$ cat src/rtl/ca30_pkg.sv
package ca30_pkg;
  // Rule 30 next-state function for one cell.
  function automatic logic rule30_next(input logic west, input logic self_bit, input logic east);
    return west ^ (self_bit | east);
  endfunction
endpackage

$ cat src/rtl/ca30_cell.sv
module ca30_cell
  import ca30_pkg::*;
#(
  parameter logic RST_BIT = 1'b0
) (
  input  logic clk,
  input  logic rst,
  input  logic load,
  input  logic en,
  input  logic seed_bit,
  input  logic west,
  input  logic east,
  output logic q
);
  always_ff @(posedge clk) begin
    if (rst)       q <= RST_BIT;
    else if (load) q <= seed_bit;
    else if (en)   q <= rule30_next(west, q, east);
  end
endmodule

$ cat src/rtl/ca30_seg.sv
module ca30_seg #(
  parameter int              SEG_W   = 8,
  parameter logic [SEG_W-1:0] RST_SEG = '0
) (
  input  logic             clk,
  input  logic             rst,
  input  logic             load,
  input  logic             en,
  input  logic [SEG_W-1:0] seed,
  input  logic             west_in,
  input  logic             east_in,
  output logic [SEG_W-1:0] q
);
  localparam int EXT_W = SEG_W + 2;

  // ext[0] is the outer west bit, ext[SEG_W+1] the outer east bit.
  logic [EXT_W-1:0] ext;
  assign ext = {east_in, q, west_in};

  for (genvar i = 0; i < SEG_W; i++) begin : g_cell
    ca30_cell #(.RST_BIT(RST_SEG[i])) u_cell (
      .clk     (clk),
      .rst     (rst),
      .load    (load),
      .en      (en),
      .seed_bit(seed[i]),
      .west    (ext[i]),
      .east    (ext[i+2]),
      .q       (q[i])
    );
  end
endmodule

$ cat src/rtl/ca30_gen.sv
module ca30_gen #(
  parameter int                     SEG_W   = 8,
  parameter int                     SEG_N   = 2,
  parameter logic [SEG_W*SEG_N-1:0] RST_VAL = 1
) (
  input  logic                     clk,
  input  logic                     rst,
  input  logic                     load,
  input  logic [SEG_W*SEG_N-1:0]   seed,
  input  logic                     en,
  output logic [SEG_W*SEG_N-1:0]   state_o
);
  localparam int TOTAL = SEG_W * SEG_N;

  for (genvar s = 0; s < SEG_N; s++) begin : g_seg
    localparam int LO = s * SEG_W;
    localparam int WI = (s == 0) ? TOTAL - 1 : LO - 1;
    localparam int EI = (s == SEG_N - 1) ? 0 : LO + SEG_W;

    ca30_seg #(
      .SEG_W  (SEG_W),
      .RST_SEG(RST_VAL[LO +: SEG_W])
    ) u_seg (
      .clk    (clk),
      .rst    (rst),
      .load   (load),
      .en     (en),
      .seed   (seed[LO +: SEG_W]),
      .west_in(state_o[WI]),
      .east_in(state_o[EI]),
      .q      (state_o[LO +: SEG_W])
    );
  end
endmodule

$ cat config.mk
export PLATFORM = sky130hd
export DESIGN_NAME = ca30_gen
export DESIGN_NICKNAME = d
export VERILOG_FILES = /design/src/rtl/ca30_pkg.sv /design/src/rtl/ca30_cell.sv /design/src/rtl/ca30_seg.sv /design/src/rtl/ca30_gen.sv
export SDC_FILE = /design/constraint.sdc
export NUM_CORES = 1
export LEC_CHECK = 0
export BUFFER_PORTS_ARGS = -buffer_cell sky130_fd_sc_hd__buf_2
export CORE_ASPECT_RATIO = 1.5
export CORE_MARGIN = 2
export CORE_UTILIZATION = 51
export CTS_CLUSTER_SIZE = 30
export DETAILED_ROUTE_END_ITERATION = 7
export PLACE_DENSITY = 0.84
export SLEW_MARGIN = 10
export SYNTH_ARGS = -nofsm -noshare
export SYNTH_HDL_FRONTEND = slang
export SYNTH_SLANG_ARGS = --single-unit
$ cat constraint.sdc
create_clock -name clk -period 2.5 [get_ports clk]
set_input_delay 0.5 -clock clk [delete_from_list [all_inputs] [get_ports clk]]
set_output_delay 0.5 -clock clk [all_outputs]
set_load 0.01 [all_outputs]
==> results of run 1 <==
==> worst paths after layout <==
path                                startpoint                                 to  slack [ps]  cells after the start
max reg2reg  g_seg[0].u_seg.g_cell[7].u_cell.q  g_seg[0].u_seg.g_cell[7].u_cell.q        1320                      3
min reg2reg  g_seg[0].u_seg.g_cell[1].u_cell.q  g_seg[0].u_seg.g_cell[1].u_cell.q         640                      2
max          g_seg[0].u_seg.g_cell[3].u_cell.q                         state_o[3]        1060                      1
min                                    seed[6]  g_seg[0].u_seg.g_cell[6].u_cell.q         460                      3
==> layout by cell type (no fill, tap or decap), drive strengths merged <==
cell type,count
dfxtp,16
a311oi,1
nor2,3
buf,35
nor4bb,3
a21oi,15
mux2,6
or2,1
clkbuf,3
and4bb,4
inv,24
a221oi,9
nand3b,1
o21ai,7
a31oi,7
o31a,1
a22oi,7
nor2b,1
mux2i,1
nand2,8
o2bb2ai,1
o21a,6
==> power by group through the flow <==
stage	combinational, mW	sequential [mW]	clock (mW)
2_1_floorplan	0.143	0.310	0
3_3_place_gp	0.152	0.317	0
3_5_place_dp	0.159	0.319	0
4_1_cts	0.160	0.313	0.147
5_1_grt	0.176	0.320	0.155
6_report	0.158	0.313	0.141
==> per-layer routing <==
| layer | track usage (%) | vias up | wire length (µm) |
|---|---|---|---|
| met5 | 0 | - | 0 |
| met1 | 21.5 | 498 | 989 |
| met2 | 31.8 | 31 | 1190 |
| met3 | 1.74 | 4 | 119 |
| met4 | 7.42 | 0 | 31 |
| li1 | - | 532 | - |
==> stage by stage <==
stage	cells	power, mW	util, %	setup slack, ps	area (µm²)
after floorplan	147	0.453	-	1270	1160
after global routing	183	0.650	55.9	999	1220
after CTS	183	0.620	55.9	1060	1220
after global placement	180	0.469	54.8	932	1200
final	183	0.612	55.9	1060	1220
after detailed placement	180	0.478	54.8	851	1200
==> final cells by class <==
class	instances	area share, %
multi-input cells	82	47.7
well taps	23	2.36
flip-flops and latches	16	26.3
clock buffers	3	1.85
inverters	24	7.39
repair buffers	35	14.4
==> logic make-up (layout without fill, tap and decap cells) <==
group,count (synthesis),after routing,synth area share (%)
compound gates,54,54,31.4
buf+inv,49,62,22.0
simple gates,21,21,12.2
flops,16,16,27.7
mux,7,7,6.71
==> impl_metrics.py, run 1 <==
metrics = {
    "outcome": {
        "status": "finished clean",
    },
    "pwr": {
        "internal-power_uw": 414,
        "clockPowerShare_pct": 23.0,
        "power_frac_comb_pct": 25.8,
        "total_leakage_power_nw": 0.589,
        "power.ir.vdd_worst_mv": 0.259,
        "power.net_switching_uw": 198,
        "netSwitchingFraction_pct": 32.4,
        "pwr_density_cell_nw_per_um2": 502,
        "pwr-share-seq_pct": 51.2,
    },
    "grt": {
        "grt_pass1_wl_mm": 3.89,
        "gr-usage-all-layers_pct": 18.1,
        "remaining_overflow_grt": 0,
        "pin_count_of_the_biggest_net_entering_global_routing": 41,
        "antenna_found_initial": 0,
        "via_count_of_the_first_global_routing_pass": 949,
    },
    "clock_network": {
        "cts.clk_slew.worst_paths_ps": 100,
        "cts.sinks": 16,
        "cts.hold.buffers_added": 0,
        "clock_tree.htree_level_count": 1,
        "clk_path_buf_depth": 2,
        "cts_buffers": 3,
        "post_cts_buffers": 0,
        "clockRootBuffer": "sky130_fd_sc_hd__clkbuf_4",
        "clk-insertion-delay-late_ps": 290,
        "cts_resized": 0,
        "clock_tree_from_tritoncts": "done",
    },
    "floorplanning": {
        "die_width_um": 42.9,
        "io-pin-count": 36,
        "design.die.area_um2": 2670,
        "floorplan.initialDensity_pct": 53.0,
        "design.core.area_um2": 2180,
        "placementRows": 21,
        "die_height_um": 62.3,
    },
    "routing": {
        "drt_pre_antenna_iters": 4,
        "ant_nets": 0,
        "route.detailed.wl_per_inst_um": 12.7,
        "via_count": 1065,
        "postRouteWirelength_mm": 2.33,
        "drc_errors": 0,
        "detailed_router_s_first_iteration_violation_count": 37,
        "drt-vias-per-instance": 5.82,
    },
    "timing": {
        "unrepaired_setup_endpoints_after_global_routing": "false",
        "maxSlewViolCount": 0,
        "post-route-min-period_ps": 1440,
        "timing_worst_slew_pin_value_ps": 536,
        "fin_tns_setup_ps": 0,
        "final.period_utilization_pct": 57.5,
        "relative_slew_margins_pct": 64.3,
        "worst_hold_slack_after_final_layout_ps": 457,
        "hold_viol_final": 0,
        "max_clock_freq_mhz": 696,
        "fin_worst_skew_ps": 3.39,
        "setup-violations-final": 0,
    },
    "placement": {
        "place.gp.congestion": 0.754,
        "place.port_buffers": 35,
        "detailed_place_hpwl_mm": 1.61,
    },
    "final_layout": {
        "num_antenna_cells": 0,
        "drive_gt1_share_pct": 30.0,
        "multiInputGateArea_um2": 582,
        "fillers": 219,
        "areaGrowthSynthToFinish_pct": 5.41,
        "design.final.nets": 182,
        "register_area_um2": 320,
        "largestRegisters": "g_seg.u_seg.g_cell.u_cell.q: 16 flops",
        "largest_reg_flops": 16,
        "max_flop_register": "g_seg.u_seg.g_cell.u_cell.q",
    },
    "logic_synthesis": {
        "synthTopCellsByArea": "sky130_fd_sc_hd__dfxtp_1 28%, sky130_fd_sc_hd__buf_4 12%, sky130_fd_sc_hd__inv_1 7.8%",
        "yosys.area.top_type": "sky130_fd_sc_hd__dfxtp_1",
        "postSynth.topFlopCell": "sky130_fd_sc_hd__dfxtp_1",
        "yosys_warnings": 0,
        "ys_seq_area_share_pct": 27.7,
        "yosysMostFrequentCell": "sky130_fd_sc_hd__inv_1",
        "synth_nets": 167,
        "asyncSetResetFlopFracSynth_pct": 0,
        "yosysTopAreaCellShare_pct": 27.7,
        "mappedNetlistArea_um2": 1160,
        "syn_area_per_cell_um2": 7.86,
        "synth-edff-count": 0,
        "post_synth_most_frequent_cells": "24 x sky130_fd_sc_hd__inv_1, 18 x sky130_fd_sc_hd__buf_4, 16 x sky130_fd_sc_hd__dfxtp_1",
        "postSynthRegisterBits": 16,
        "yosysUniqueCellTypes": 26,
        "synth_cells": 147,
    },
    "setup_path": {
        "worst_setup_path_start_kind": "register",
        "worstPathCellList": "buf_2",
        "worstSetupEndpointType": "primary output",
        "timing.critical_path.buf_inv": 1,
        "cpLargestDelayFamily": "flip-flops",
        "critical_path.slowest_cell": "sky130_fd_sc_hd__dfxtp_1",
        "worst_ep_required_time_ps": 2000,
        "critical_path_peak_fanout": 8,
        "slowest_delay_ps": 470,
        "timing.setup.critical_path_class": "register to primary output",
        "critPathArrivalTime_ps": 940,
    },
    "hold_path": {
        "hold_path_class": "input port to register",
    },
    "job": {
        "maxCapViolCount": 0,
    },
}
Note: power is estimated with default switching activity, not from simulation.
==> run 2, diff against run 1 <==
Settings changed: CORE_UTILIZATION 51 to 50, PLACE_DENSITY 0.84 to 0.82.
Clock period 2.5 ns to 1.4 ns, I/O delays scaled along.
==> run 2 against run 1 <==
Routed wire length decreased by 7.4%. Clock power increased by 120%. Combinational power up 85%. Critical path type unchanged. Sequential power increased by 79%. Worst setup slack got worse by 880 ps. Flip-flop and latch count is the same. Cell count up 1.6%. Largest cell class unchanged.
==> impl_metrics.py, run 2 (synthesis gave the netlist of run 1 again) <==
metrics = {
    "outcome": {
        "status": "finished clean",
    },
    "routing": {
        "postRouteWirelength_mm": 2.16,
        "drt_pre_antenna_iters": 4,
        "drc_errors": 0,
        "via_count": 1031,
        "ant_nets": 0,
        "detailed_router_s_first_iteration_violation_count": 27,
        "route.detailed.wl_per_inst_um": 11.6,
        "drt-vias-per-instance": 5.54,
    },
    "clock_network": {
        "clk-insertion-delay-late_ps": 290,
        "clk_path_buf_depth": 2,
        "cts.clk_slew.worst_paths_ps": 100,
        "cts_resized": 0,
        "clockRootBuffer": "sky130_fd_sc_hd__clkbuf_4",
        "cts_buffers": 3,
        "cts.sinks": 16,
        "clock_tree.htree_level_count": 1,
        "clock_tree_from_tritoncts": "done",
        "post_cts_buffers": 0,
        "cts.hold.buffers_added": 0,
    },
    "floorplanning": {
        "design.core.area_um2": 2210,
        "floorplan.initialDensity_pct": 52.4,
        "die_width_um": 43.3,
        "design.die.area_um2": 2720,
        "placementRows": 21,
        "die_height_um": 62.9,
        "io-pin-count": 36,
    },
    "timing": {
        "maxSlewViolCount": 0,
        "post-route-min-period_ps": 1210,
        "fin_tns_setup_ps": 0,
        "unrepaired_setup_endpoints_after_global_routing": "false",
        "fin_worst_skew_ps": 5.41,
        "setup_ws_ps": 186,
        "max_clock_freq_mhz": 824,
        "relative_slew_margins_pct": 78.5,
        "final.period_utilization_pct": 86.7,
        "hold_viol_final": 0,
        "setup-violations-final": 0,
        "timing_worst_slew_pin_value_ps": 322,
    },
    "setup_path": {
        "timing.critical_path.buf_inv": 1,
        "r2r_setup_slack_ps": 230,
        "cpLargestDelayFamily": "flip-flops",
        "number_of_cells_traversed_by_the_worst_register_to_register_path": 3,
        "r2r_end": "g_seg[0].u_seg.g_cell[2].u_cell.q",
        "reg2reg_from": "g_seg[0].u_seg.g_cell[2].u_cell.q",
        "critical_path_peak_fanout": 8,
        "worst_setup_path_start_kind": "register",
        "worstPathCellList": "buf_2",
        "worstSetupEndpointType": "primary output",
        "worst_ep_required_time_ps": 1120,
        "slowest_delay_ps": 460,
        "timing.setup.critical_path_class": "register to primary output",
        "critical_path.slowest_cell": "sky130_fd_sc_hd__dfxtp_1",
        "critPathArrivalTime_ps": 930,
    },
    "final_layout": {
        "largestRegisters": "g_seg.u_seg.g_cell.u_cell.q: 16 flops",
        "final_cells": 186,
        "max_flop_register": "g_seg.u_seg.g_cell.u_cell.q",
        "final_cell_area_um2": 1270,
        "multiInputGateArea_um2": 582,
        "most-common-layout-cells": "35 x sky130_fd_sc_hd__buf_2, 24 x sky130_fd_sc_hd__inv_1, 16 x sky130_fd_sc_hd__dfxtp_1",
        "drive_gt1_share_pct": 31.3,
        "register_area_um2": 320,
        "fillers": 221,
        "design.final.nets": 184,
        "layout_commonest_cell": "sky130_fd_sc_hd__buf_2",
        "largest_reg_flops": 16,
        "num_antenna_cells": 0,
        "areaGrowthSynthToFinish_pct": 10.1,
    },
    "hold_path": {
        "hold_path_class": "input port to register",
        "timing.hold.worst.start": "seed[3]",
        "worstHoldPathCells": 3,
        "worstHoldEndpoint": "g_seg[0].u_seg.g_cell[3].u_cell.q",
    },
    "placement": {
        "place.gp.congestion": 0.773,
        "detailed_place_hpwl_mm": 1.50,
        "place.port_buffers": 35,
        "post_dp_cell_area_um2": 1240,
        "dpl_worst_slack_ps": 186,
        "dp.cells": 182,
    },
    "job": {
        "maxCapViolCount": 0,
    },
    "pwr": {
        "netSwitchingFraction_pct": 30.0,
        "pwr-share-seq_pct": 48.4,
        "pwr_density_cell_nw_per_um2": 908,
        "fin_total_pwr_mw": 1.16,
        "power_frac_comb_pct": 25.2,
        "internal-power_uw": 809,
        "total_leakage_power_nw": 0.615,
        "clockPowerShare_pct": 26.3,
        "power.net_switching_uw": 346,
        "power.ir.vdd_worst_mv": 0.426,
    },
    "grt": {
        "pin_count_of_the_biggest_net_entering_global_routing": 41,
        "gr-usage-all-layers_pct": 16.1,
        "grt_pass1_wl_mm": 3.55,
        "antenna_found_initial": 0,
        "via_count_of_the_first_global_routing_pass": 854,
        "remaining_overflow_grt": 0,
    },
}
==> run 2: layout make-up <==
cell class	count	area share, %
Clock buffer	4	2.85
Tap cell	23	2.26
Timing Repair Buffer	37	16.9
Sequential cell	16	25.2
Multi-Input combinational cell	82	45.7
Inverter	24	7.08
==> run 2: how the worst max path moves through the flow <==
| stage | from | to | cells after the start | slack, ps |
|---|---|---|---|---|
| 4_1_cts | g_seg[0].u_seg.g_cell[3].u_cell.q | state_o[3] | 1 | 170 |
| 2_1_floorplan | g_seg[0].u_seg.g_cell[7].u_cell.q | g_seg[0].u_seg.g_cell[7].u_cell.q | 3 | 330 |
| 6_report | g_seg[0].u_seg.g_cell[3].u_cell.q | state_o[3] | 1 | 190 |
| 5_1_grt | g_seg[0].u_seg.g_cell[7].u_cell.q | g_seg[0].u_seg.g_cell[7].u_cell.q | 3 | 130 |
| 3_5_place_dp | en | g_seg[1].u_seg.g_cell[5].u_cell.q | 5 | 190 |
| 3_3_place_gp | en | g_seg[1].u_seg.g_cell[2].u_cell.q | 5 | 230 |
==> run 2: power groups by stage <==
stage / Clock, mW / Combinational, mW / Sequential [mW]
final: 0.304 / 0.292 / 0.559
after floorplan: 0 / 0.256 / 0.553
after CTS: 0.319 / 0.296 / 0.559
after global routing: 0.334 / 0.330 / 0.568
after global placement: 0 / 0.286 / 0.566
after detailed placement: 0 / 0.294 / 0.569
==> run 2: tightest hold or removal path, delay by kind of cell <==
kind	cells	cell delay, ps
buffers and inverters	2	130
AOI/OAI and AO/OA	1	60
==> run 2: metrics by stage <==
| stage | util (%) | hold WS [ps] |
|---|---|---|
| after floorplan | - | 431 |
| after global placement | 56.0 | 541 |
| after detailed placement | 56.0 | 545 |
| after CTS | 57.7 | 229 |
| after global routing | 57.7 | 223 |
| final | 57.7 | 238 |
==> run 2: layer usage <==
metal | part of all wire, % | global-route usage [%] | vias up
li1 | - | - | 541
met1 | 44 | 20.2 | 466
met2 | 50 | 26.7 | 20
met3 | 4.5 | 2.02 | 4
met4 | 1.2 | 7.20 | 0
met5 | 0 | 0 | -
==> run 3, diff against run 2 <==
Settings changed: ABC_CLOCK_PERIOD_IN_PS set to 1400, CORE_MARGIN 2 to not set, GPL_ROUTABILITY_DRIVEN set to 0.
==> run 3 against run 2 <==
Combinational power down 2%. Cell count decreased by 0.54%. Via count is 2.4% lower. Critical endpoint is now state_o[0]. Hold slack better by 1.8 ps. Clock skew fell by 1.7 ps. Worst setup slack improved by 11 ps. Core utilization decreased by 0.91 points. Sequential power barely moved.
==> impl_metrics.py, run 3 (synthesis gave the netlist of run 1 again) <==
metrics = {
    "setup_path": {
        "reg2reg_from": "g_seg[0].u_seg.g_cell[7].u_cell.q",
        "worst_setup_path_start_kind": "register",
        "critical_path.slowest_cell": "sky130_fd_sc_hd__dfxtp_1",
        "timing.setup.critical_path_class": "register to primary output",
        "critical_path_peak_fanout": 7,
        "worstSetupEndpointType": "primary output",
        "slowest_delay_ps": 460,
        "r2r_end": "g_seg[0].u_seg.g_cell[7].u_cell.q",
        "timing.critical_path.buf_inv": 1,
        "worstPathCellList": "buf_2",
        "critPathArrivalTime_ps": 920,
        "r2r_setup_slack_ps": 230,
        "worst_ep_required_time_ps": 1120,
        "number_of_cells_traversed_by_the_worst_register_to_register_path": 3,
        "cpLargestDelayFamily": "flip-flops",
    },
    "timing": {
        "worst_hold_slack_after_final_layout_ps": 240,
        "maxSlewViolCount": 0,
        "hold_viol_final": 0,
        "final.period_utilization_pct": 85.9,
        "fin_tns_setup_ps": 0,
        "relative_slew_margins_pct": 64.5,
        "post-route-min-period_ps": 1200,
        "timing_worst_slew_pin_value_ps": 532,
        "unrepaired_setup_endpoints_after_global_routing": "false",
        "fin_worst_skew_ps": 3.68,
        "max_clock_freq_mhz": 831,
        "setup-violations-final": 0,
    },
    "final_layout": {
        "drive_gt1_share_pct": 30.9,
        "num_antenna_cells": 0,
        "largest_reg_flops": 16,
        "design.final.nets": 183,
        "max_flop_register": "g_seg.u_seg.g_cell.u_cell.q",
        "largestRegisters": "g_seg.u_seg.g_cell.u_cell.q: 16 flops",
        "most-common-layout-cells": "35 x sky130_fd_sc_hd__buf_2, 24 x sky130_fd_sc_hd__inv_1, 16 x sky130_fd_sc_hd__dfxtp_1",
        "fillers": 228,
        "postLayoutCoreUtil_pct": 56.7,
        "layout_commonest_cell": "sky130_fd_sc_hd__buf_2",
        "areaGrowthSynthToFinish_pct": 8.33,
    },
    "pwr": {
        "total_leakage_power_nw": 0.606,
        "clockPowerShare_pct": 26.5,
        "power.net_switching_uw": 348,
        "power.ir.vdd_worst_mv": 0.553,
        "power_frac_comb_pct": 24.7,
        "netSwitchingFraction_pct": 30.2,
        "pwr_density_cell_nw_per_um2": 919,
        "internal-power_uw": 803,
        "pwr-share-seq_pct": 48.7,
    },
    "clock_network": {
        "clk_path_buf_depth": 2,
        "clock_tree_from_tritoncts": "done",
        "cts_resized": 0,
        "post_cts_buffers": 0,
        "clock_tree.htree_level_count": 1,
        "cts.clk_slew.worst_paths_ps": 100,
        "cts.sinks": 16,
        "clockRootBuffer": "sky130_fd_sc_hd__clkbuf_4",
        "cts.hold.buffers_added": 0,
        "cts_buffers": 3,
        "clk-insertion-delay-late_ps": 280,
    },
    "routing": {
        "detailed_router_s_first_iteration_violation_count": 26,
        "drc_errors": 0,
        "postRouteWirelength_mm": 2.18,
        "drt_pre_antenna_iters": 4,
        "route.detailed.wl_per_inst_um": 11.8,
        "via_count": 1006,
        "drt-vias-per-instance": 5.44,
        "ant_nets": 0,
    },
    "floorplanning": {
        "placementRows": 21,
        "design.die.area_um2": 2510,
        "io-pin-count": 36,
        "design.core.area_um2": 2210,
        "floorplan.initialDensity_pct": 52.4,
        "die_height_um": 60.9,
        "die_width_um": 41.3,
    },
    "placement": {
        "place.port_buffers": 35,
        "detailed_place_hpwl_mm": 1.50,
    },
    "grt": {
        "via_count_of_the_first_global_routing_pass": 839,
        "pin_count_of_the_biggest_net_entering_global_routing": 41,
        "antenna_found_initial": 0,
        "remaining_overflow_grt": 0,
        "grt_pass1_wl_mm": 3.56,
        "gr-usage-all-layers_pct": 19.9,
    },
    "outcome": {
        "status": "finished clean",
    },
    "job": {
        "maxCapViolCount": 0,
    },
    "hold_path": {
        "timing.hold.worst.start": "seed[6]",
        "hold_path_class": "input port to register",
        "worstHoldPathCells": 3,
        "worstHoldEndpoint": "g_seg[0].u_seg.g_cell[6].u_cell.q",
    },
}
-- run 3: cell types whose count changed in the layout (fill, tap and decap cells not counted) --
| cell | change |
|---|---|
| sky130_fd_sc_hd__buf_12 | -1 |
-- run 3: layout make-up --
cell class              instances  area (µm²)  share of cell area, %
repair buffers                 36         195                   15.6
inverters                      24        90.1                   7.19
flip-flops and latches         16         320                   25.6
well taps                      23        28.8                   2.30
multi-input cells              82         582                   46.5
clock buffers                   4        36.3                   2.90
-- run 3: metrics by stage --
| stage | area [µm²] | cells | setup slack (ps) | power, mW |
|---|---|---|---|---|
| 2_1_floorplan | 1160 | 147 | 332 | 0.809 |
| 3_3_place_gp | 1220 | 181 | 231 | 0.844 |
| 3_5_place_dp | 1220 | 181 | 193 | 0.857 |
| 4_1_cts | 1250 | 185 | 177 | 1.17 |
| 5_1_grt | 1250 | 185 | 118 | 1.23 |
| 6_report | 1250 | 185 | 197 | 1.15 |
-- run 3: metal layers --
layer / track usage (%) / vias to the layer above / routed length (µm)
met5: 0 / - / 0
met4: 6.91 / 0 / 14
met2: 32.4 / 15 / 1100
met1: 26.4 / 451 / 999
li1: - / 538 / -
met3: 2.20 / 2 / 64
-- run 3: how the worst max path moves through the flow --
stage / start / endpoint / slack (ps) / cells after the start
floorplan: g_seg[0].u_seg.g_cell[7].u_cell.q / g_seg[0].u_seg.g_cell[7].u_cell.q / 330 / 3
global placement: en / g_seg[1].u_seg.g_cell[1].u_cell.q / 230 / 5
detailed placement: en / g_seg[1].u_seg.g_cell[1].u_cell.q / 190 / 5
CTS: g_seg[0].u_seg.g_cell[0].u_cell.q / state_o[0] / 180 / 1
global route: g_seg[0].u_seg.g_cell[7].u_cell.q / g_seg[0].u_seg.g_cell[7].u_cell.q / 120 / 3
finish: g_seg[0].u_seg.g_cell[0].u_cell.q / state_o[0] / 200 / 1
-- run 3: power by group through the flow --
stage,combinational (mW),sequential (mW),clock (mW)
after CTS,0.288,0.560,0.318
after floorplan,0.256,0.553,0
after detailed placement,0.287,0.571,0
after global routing,0.323,0.571,0.337
final,0.285,0.561,0.305
after global placement,0.278,0.566,0
